File: config.mk
export PLATFORM = sky130hd
export DESIGN_NAME = nonce_counter_bank
export DESIGN_NICKNAME = d
export VERILOG_FILES = /design/src/rtl/nonce_bank_pkg.sv /design/src/rtl/nonce_lane.sv /design/src/rtl/fill_tracker.sv /design/src/rtl/nonce_counter_bank.sv
export SDC_FILE = /design/constraint.sdc
export NUM_CORES = 2
export LEC_CHECK = 0
export ABC_AREA = 1
export ABC_CLOCK_PERIOD_IN_PS = 1700
export CORE_MARGIN = 1.5
export CORE_UTILIZATION = 54
export CTS_CLUSTER_SIZE = 28
export DETAILED_ROUTE_END_ITERATION = 12
export PLACE_DENSITY = 0.79
export SYNTH_ARGS = -nofsm -noshare
export SYNTH_HDL_FRONTEND = slang
export SYNTH_HIERARCHICAL = 1
export SYNTH_SLANG_ARGS = --single-unit
export TNS_END_PERCENT = 100
File: constraint.sdc
create_clock -name clk -period 1.7 [get_ports clk]
set_input_delay 0.255 -clock clk [delete_from_list [all_inputs] [get_ports clk]]
set_output_delay 0.255 -clock clk [all_outputs]
set_load 0.02 [all_outputs]
File: src/rtl/nonce_bank_pkg.sv
package nonce_bank_pkg;

    typedef enum logic [1:0] {
        LANE_HOLD = 2'd0,
        LANE_STEP = 2'd1,
        LANE_LOAD = 2'd2
    } lane_cmd_e;

    localparam int unsigned DEF_ROUNDS = 12;
    localparam int unsigned DEF_FILL   = 96;

    // cycle distance from pipeline entry to each round's nonce tap
    localparam int unsigned DEF_OFFSETS [DEF_ROUNDS] =
        '{0, 8, 20, 30, 38, 46, 54, 62, 70, 78, 86, 90};

    function automatic lane_cmd_e decode_cmd(input logic load, input logic en);
        if (load)    return LANE_LOAD;
        else if (en) return LANE_STEP;
        else         return LANE_HOLD;
    endfunction

endpackage

File: src/rtl/nonce_lane.sv
module nonce_lane
    import nonce_bank_pkg::*;
#(
    parameter int unsigned NONCE_W = 48,
    parameter int unsigned OFFSET  = 0
) (
    input  logic               clk,
    input  logic               rst_n,
    input  lane_cmd_e          cmd_i,
    input  logic [NONCE_W-1:0] start_i,
    output logic [NONCE_W-1:0] value_o
);
    localparam logic [NONCE_W-1:0] OFF_V   = NONCE_W'(OFFSET);
    localparam logic [NONCE_W-1:0] RESET_V = '0 - OFF_V;

    typedef struct packed {
        logic [NONCE_W-1:0] val;
    } lane_state_t;

    lane_state_t st_d, st_q;

    always_comb begin
        st_d = st_q;
        case (cmd_i)
            LANE_LOAD: st_d.val = start_i - OFF_V;
            LANE_STEP: st_d.val = st_q.val + 1'b1;
            default:   st_d.val = st_q.val;
        endcase
    end

    always_ff @(posedge clk or negedge rst_n) begin
        if (!rst_n) st_q <= '{val: RESET_V};
        else        st_q <= st_d;
    end

    assign value_o = st_q.val;
endmodule

File: src/rtl/fill_tracker.sv
module fill_tracker
    import nonce_bank_pkg::*;
#(
    parameter int unsigned FILL = 96
) (
    input  logic      clk,
    input  logic      rst_n,
    input  lane_cmd_e cmd_i,
    output logic      full_o
);
    localparam int unsigned   CW     = $clog2(FILL + 1);
    localparam logic [CW-1:0] FILL_V = CW'(FILL);

    typedef struct packed {
        logic [CW-1:0] cnt;
        logic          full;
    } fill_state_t;

    fill_state_t st_d, st_q;

    always_comb begin
        st_d = st_q;
        case (cmd_i)
            LANE_LOAD: st_d.cnt = '0;
            LANE_STEP: if (st_q.cnt != FILL_V) st_d.cnt = st_q.cnt + 1'b1;
            default:   st_d.cnt = st_q.cnt;
        endcase
        st_d.full = (st_d.cnt == FILL_V);
    end

    always_ff @(posedge clk or negedge rst_n) begin
        if (!rst_n) st_q <= '0;
        else        st_q <= st_d;
    end

    assign full_o = st_q.full;
endmodule

File: src/rtl/nonce_counter_bank.sv
module nonce_counter_bank
    import nonce_bank_pkg::*;
#(
    parameter int unsigned NONCE_W    = 48,
    parameter int unsigned NUM_ROUNDS = DEF_ROUNDS,
    parameter int unsigned FILL       = DEF_FILL,
    parameter int unsigned RND_OFFSET [NUM_ROUNDS] = DEF_OFFSETS
) (
    input  logic                          clk,
    input  logic                          rst_n,
    input  logic                          load_i,
    input  logic                          en_i,
    input  logic [NONCE_W-1:0]            start_nonce_i,
    output logic [NUM_ROUNDS*NONCE_W-1:0] round_nonce_o,
    output logic [NONCE_W-1:0]            done_nonce_o,
    output logic                          done_valid_o
);
    lane_cmd_e cmd;

    always_comb cmd = decode_cmd(load_i, en_i);

    for (genvar k = 0; k < NUM_ROUNDS; k++) begin : g_round
        nonce_lane #(
            .NONCE_W (NONCE_W),
            .OFFSET  (RND_OFFSET[k])
        ) u_lane (
            .clk     (clk),
            .rst_n   (rst_n),
            .cmd_i   (cmd),
            .start_i (start_nonce_i),
            .value_o (round_nonce_o[k*NONCE_W +: NONCE_W])
        );
    end

    nonce_lane #(
        .NONCE_W (NONCE_W),
        .OFFSET  (FILL)
    ) u_done_lane (
        .clk     (clk),
        .rst_n   (rst_n),
        .cmd_i   (cmd),
        .start_i (start_nonce_i),
        .value_o (done_nonce_o)
    );

    fill_tracker #(
        .FILL (FILL)
    ) u_fill (
        .clk    (clk),
        .rst_n  (rst_n),
        .cmd_i  (cmd),
        .full_o (done_valid_o)
    );
endmodule

==> results of run 1 <==
[timing repair]
action / 4_1_cts
endpoints found under the hold margin: 109
pin swaps: 138
setup endpoints to repair: 979
gates resized for setup: 3912
hold buffers: 1
buffers inserted: 583
[synth_stat cells, types with 7 or more instances]
library cell,count
nor2_2,185
a31oi_1,67
o211ai_1,24
xnor2_1,100
buf_2,62
nand2_1,4517
o22ai_1,13
dfstp_2,529
nand2_4,22
nand3b_1,56
nand4_1,236
inv_1,1046
nor2_4,103
or2_2,12
nand3_2,16
o21bai_1,47
o31ai_1,9
buf_1,42
a21oi_1,326
nand2_2,125
or2_0,13
nor3_1,24
and2_1,27
buf_4,19
o21ai_1,46
o21ai_0,406
o32ai_1,7
inv_2,33
nand3_1,1290
dfrtp_1,103
buf_6,9
nor2_8,14
nor2_1,2142
xor2_1,127
clkbuf_1,134
clkinv_1,10
ha_1,41
[metal layers]
| metal | global-route usage [%] | GRT overflow |
|---|---|---|
| met5 | 41.0 | 3 |
| met4 | 83.4 | 477 |
| met3 | 70.7 | 48 |
| met2 | 96.8 | 777 |
| met1 | 81.2 | 35 |
[kinds of logic after synthesis]
group / share of synthesized area [%]
AO/OA/AOI/OAI: 7.86
AND/OR/NAND/NOR: 55.9
buffers and inverters: 8.00
flip-flops: 24.4
adder cells (fa/ha/maj): 0.761
XOR/XNOR: 3.04
[metrics by stage]
stage / area (um^2) / utilization, % / worst slack (ns) / cells
after floorplan: 67600 / - / -0.0362 / 12037
after global placement: 93000 / 75.1 / -0.680 / 16153
after detailed placement: 93000 / 75.1 / -0.765 / 16153
after CTS: 103000 / 83.0 / -0.198 / 16888
==> metrics.log, run 1 <==
[metrics] total congestion overflow: 1340
[metrics] count of cell types in the netlist: 63
[metrics] leading area contributor after synthesis: nand2_1
[metrics] vertical die dimension: 356 um
[metrics] error message: [ERROR GRT-0232] Routing congestion too high. Check the congestion heatmap in the GUI.
[metrics] total track usage: 82.5%
[metrics] largest buffer count on any clock path: 3
[metrics] post-synthesis cell area: 0.0674 mm^2
[metrics] share of async-settable or async-resettable flops after synthesis: 100%
[metrics] effective utilization at floorplan: 54.5%
[metrics] Post-Syn Area per Cell: 5.60 um^2
[metrics] number of buffers created by CTS: 83
[metrics] Post-synth EDFFs: 0
[metrics] width of the die: 356 um
[metrics] number of port buffers: 676
[metrics] Clock Sink Count: 632
[metrics] area share of the largest cell type after synthesis: 25.1%
[metrics] maximum number of pins on one net before global-route repair: 58
[metrics] Synth Instances: 12037
[metrics] Area contributors post-synth: nand2_1 25%, dfstp_2 21%, nor2_1 12%, nand3_1 9.6%, inv_1 5.8%
[metrics] cell row count: 129
[metrics] net count of the mapped netlist: 12130
[metrics] Yosys warning count: 6
[metrics] worst endpoint left by the global-route repair_timing run: g_round[3].u_lane/value_o[20]$_DFFE_PN1P_/D
[metrics] Placer Congestion: 1.14
[metrics] ys flop type: dfstp_2
[metrics] number of H-tree branching levels: 3
[metrics] Halt Stage: global routing (5_1_grt)
[metrics] clock tree root buffer cell: clkbuf_16
[metrics] WEP type: register data pin
[metrics] fraction of the yosys area taken by sequential cells: 24.4%
[metrics] run status: did not finish
[metrics] total of flip-flops plus latches after synthesis: 632
[metrics] I/O Pins: 677
[metrics] half-perimeter wire length after placement: 267000 um
==> inputs of run 2 (changes only) <==
--- a/config.mk
+++ b/config.mk
@@ -6,12 +6,11 @@
 export NUM_CORES = 2
 export LEC_CHECK = 0
 export ABC_AREA = 1
-export ABC_CLOCK_PERIOD_IN_PS = 1700
+export ABC_CLOCK_PERIOD_IN_PS = 2200
 export CORE_MARGIN = 1.5
-export CORE_UTILIZATION = 54
-export CTS_CLUSTER_SIZE = 28
+export CORE_UTILIZATION = 40
 export DETAILED_ROUTE_END_ITERATION = 12
-export PLACE_DENSITY = 0.79
+export PLACE_DENSITY_LB_ADDON = 0.15
 export SYNTH_ARGS = -nofsm -noshare
 export SYNTH_HDL_FRONTEND = slang
 export SYNTH_HIERARCHICAL = 1
==> constraint.sdc (replaced) <==
create_clock -name clk -period 2.2 [get_ports clk]
set_input_delay 0.33 -clock clk [delete_from_list [all_inputs] [get_ports clk]]
set_output_delay 0.33 -clock clk [all_outputs]
set_load 0.02 [all_outputs]
==> metrics.log, run 2 <==
[metrics] final hold violations: 0
[metrics] clock input transition at the sequential cells of the worst setup and hold paths: 0.06 ns
[metrics] effective utilization at floorplan: 40.3%
[metrics] Comb power frac: 34.9%
[metrics] required time of the worst setup path: 1.87 ns
[metrics] Buf+Inv Stages, Crit Path: 1
[metrics] fraction of the mapped netlist area in compound gates: 7.86%
[metrics] area taken by flip-flops and latches: 0.0165 mm^2
[metrics] total of flip-flops plus latches after synthesis: 632
[metrics] proportion of power drawn by the clock network: 29.7%
[metrics] Placer Congestion: 1.03
[metrics] Via Count: 86917
[metrics] Max Fanout on Critical Path: 6
[metrics] max-slew violation count: 0
[metrics] I/O Pins: 677
[metrics] remaining design rule violation count: 0
[metrics] Worst R2R End: g_round[5].u_lane/value_o[31]$_DFFE_PN1P_
[metrics] half-perimeter wire length after placement: 268000 um
[metrics] wire length per cell: 22.0 um
[metrics] Yosys warning count: 6
[metrics] worst clock skew: 0.0208 ns
[metrics] Max rail drop VDD: 627 uV
[metrics] area share of the largest cell type after synthesis: 25.1%
[metrics] power spent charging and discharging nets: 23.4 mW
[metrics] top library cells by usage in the layout, fill and taps aside: 4517 x nand2_1, 2140 x nor2_1, 1290 x nand3_1, 1044 x inv_1, 693 x buf_4
[metrics] tightest slew margin relative to the limit: 42.9%
[metrics] layout net count: 13465
[metrics] clock tree root buffer cell: clkbuf_16
[metrics] actual transition at the worst max-transition pin: 0.857 ns
[metrics] core outline area: 0.167 mm^2
[metrics] post-synthesis cell area: 0.0674 mm^2
[metrics] vertical die dimension: 414 um
[metrics] area used by multi-input combinational logic: 0.0456 mm^2
[metrics] startpoint of the worst-slack reg-to-reg timing path: g_round[5].u_lane/value_o[15]$_DFFE_PN1P_
[metrics] area fraction in and, or, nand and nor cells after synthesis: 55.9%
[metrics] ratio of cells with drive above 1 in the final layout: 16.0%
[metrics] largest buffer count on any clock path: 3
[metrics] net count of the mapped netlist: 12130
[metrics] Crit Path Category: flop to primary output
[metrics] Worst setup SP type: flop
[metrics] net switching fraction of the power: 42.8%
[metrics] number of port buffers: 676
[metrics] cell leakage power: 39.2 nW
[metrics] most common cell after layout, fill and taps aside: nand2_1
[metrics] share of async-settable or async-resettable flops after synthesis: 100%
[metrics] total congestion overflow: 0
[metrics] Area contributors post-synth: nand2_1 25%, dfstp_2 21%, nor2_1 12%, nand3_1 9.6%, inv_1 5.8%
[metrics] leading area contributor after synthesis: nand2_1
[metrics] number of antenna violations at the first check in global routing: 13
[metrics] number of H-tree branching levels: 3
[metrics] max-cap violation count: 0
[metrics] pre-CTS worst setup slack: -0.328 ns
[metrics] buffers inserted by post-CTS timing repair: 0
[metrics] kind of end point of the critical path: primary output
[metrics] areal power density over the cells: 633 mW/mm^2
[metrics] number of global-route vias before repair: 80544
[metrics] number of buffers created by CTS: 87
[metrics] via count normalized by instance count: 5.55
[metrics] total wire length after detailed routing: 344000 um
[metrics] cell type of the slowest stage on the worst timing path: dfstp_2
[metrics] clock latency of the later-clocked register in the worst-skew pair: 0.74 ns
[metrics] main combinational cell family by area after synthesis: simple AND/OR/NAND/NOR gates
[metrics] Post-Syn Area per Cell: 5.60 um^2
[metrics] RSZ-0062 raised after global routing: false
[metrics] floorplan die area: 0.171 mm^2
[metrics] width of the die: 414 um
[metrics] fraction of the yosys area taken by sequential cells: 24.4%
[metrics] dominant cell by count in the synthesized netlist: nand2_1
[metrics] fraction of the cycle the final worst path needs: 99.6%
[metrics] R2R cell count: 10
[metrics] CP peak stage delay: 0.63 ns
[metrics] first drt pass iteration count: 7
[metrics] area share of fa/ha/maj cells after synthesis: 0.761%
[metrics] sequential power share: 35.4%
[metrics] ys flop type: dfstp_2
[metrics] cell row count: 150
[metrics] count of cell types in the netlist: 63
[metrics] fill cell instance count of the final layout: 17670
[metrics] path type of the worst min-delay path: input pin to asynchronous set/reset pin
[metrics] xor/xnor cell area share of the yosys netlist: 3.04%
[metrics] register-to-register path setup slack: 0.09 ns
[metrics] final setup margin: 0.00903 ns
[metrics] multiplexer share of the synthesized area: 0%
[metrics] total track usage: 39.0%
[metrics] number of DRC violations after detailed-routing iteration 0: 9502
[metrics] worst endpoint data arrival time: 1.86 ns
[metrics] crit path time final: 2.19 ns
[metrics] Post-synth EDFFs: 0
[metrics] final-report setup violation count: 0
[metrics] Peak Freq: 456 MHz
[metrics] commonest cells in the netlist: 4517 x nand2_1, 2142 x nor2_1, 1290 x nand3_1, 1046 x inv_1, 529 x dfstp_2
[metrics] Clock Sink Count: 632
[metrics] cell internal pwr: 31.3 mW
[metrics] maximum number of pins on one net before global-route repair: 90
[metrics] run status: completed
[metrics] number of nets still failing antenna checks after routing: 0
[metrics] gate family responsible for the most delay along the worst path: flip-flops
[metrics] Synth Instances: 12037
[metrics] Area growth, synth to finish: 28.2%
[metrics] global-route wire length before repair: 508000 um
[metrics] end-of-flow core utilization: 51.7%
[metrics] clock tree from TritonCTS: done
[metrics] cells along the critical path: dlygate4sd2_1
[metrics] Largest register FFs: 576
[run 2: final cells by class]
class / count / share of cell area [%]
Antenna cell: 15 / 0.0434
Clock buffer: 109 / 2.78
Clock inverter: 54 / 0.907
Inverter: 1091 / 4.74
Multi-Input combinational cell: 10041 / 52.8
Sequential cell: 632 / 19.1
Tap cell: 2204 / 3.19
Timing Repair Buffer: 1519 / 16.5
[run 2: logic make-up after synthesis]
| logic type | Yosys count |
|---|---|
| flip-flops | 632 |
| AND/OR/NAND/NOR | 8794 |
| buffers and inverters | 1364 |
| adder cells (fa/ha/maj) | 41 |
| AO/OA/AOI/OAI | 975 |
| XOR/XNOR | 231 |
[run 2: through the flow]
stage / TNS (ns) / total power [mW] / hold WS, ns / cells / instance area, um^2
2_1_floorplan: 0 / 27.9 / 0.0344 / 12037 / 67400
3_3_place_gp: -63.53 / 39.3 / 0.210 / 15486 / 83900
3_5_place_dp: -69.72 / 39.4 / 0.211 / 15486 / 83900
4_1_cts: 0 / 54.5 / 0.0155 / 15650 / 86400
5_1_grt: 0 / 57.0 / 0.0372 / 15661 / 86500
6_report: 0 / 54.7 / 0.0422 / 15665 / 86500
[run 2: what timing repair did]
item | in CTS | in global routing
setup endpoints to repair | 612 | 13
hold endpoints to repair | 94 | 0
hold buffers | 1 | 0
pin swaps | 0 | 0
gates resized for setup | 672 | 14
[run 2: layer usage]
metal  routed length [um]  part of all wire (%)  track usage (%)  vias to the layer above
met2               148000                    43             60.3                     4449
li1                     -                     -                -                    41015
met1               143000                    42             52.1                    40562
met5                   35                 0.010                0                        -
met4                20800                   6.0             20.1                        6
met3                32100                   9.3             6.79                      885
[run 2: how the worst max path moves through the flow]
stage	from	end	slack, ns	cells after the start
finish	g_round[4].u_lane/value_o[39]$_DFFE_PN1P_	round_nonce_o[231]	0.009	1
detailed placement	en_i	g_round[8].u_lane/value_o[4]$_DFFE_PN1P_	-0.33	10
global route	g_round[0].u_lane/value_o[1]$_DFFE_PN0P_	round_nonce_o[1]	0.0002	1
floorplan	en_i	g_round[0].u_lane/value_o[14]$_DFFE_PN0P_	0.17	10
CTS	g_round[0].u_lane/value_o[1]$_DFFE_PN0P_	round_nonce_o[1]	0.001	1
global placement	en_i	g_round[8].u_lane/value_o[4]$_DFFE_PN1P_	-0.31	10
[run 2: power groups by stage]
stage               sequential, mW  clock [mW]  combinational [mW]
detailed placement            19.3           0                20.1
global route                  19.5        16.9                20.6
floorplan                     20.0           0                7.99
global placement              19.3           0                19.9
CTS                           19.1        16.5                18.9
finish                        19.3        16.3                19.1
Note: power is estimated with default switching activity, not from simulation.
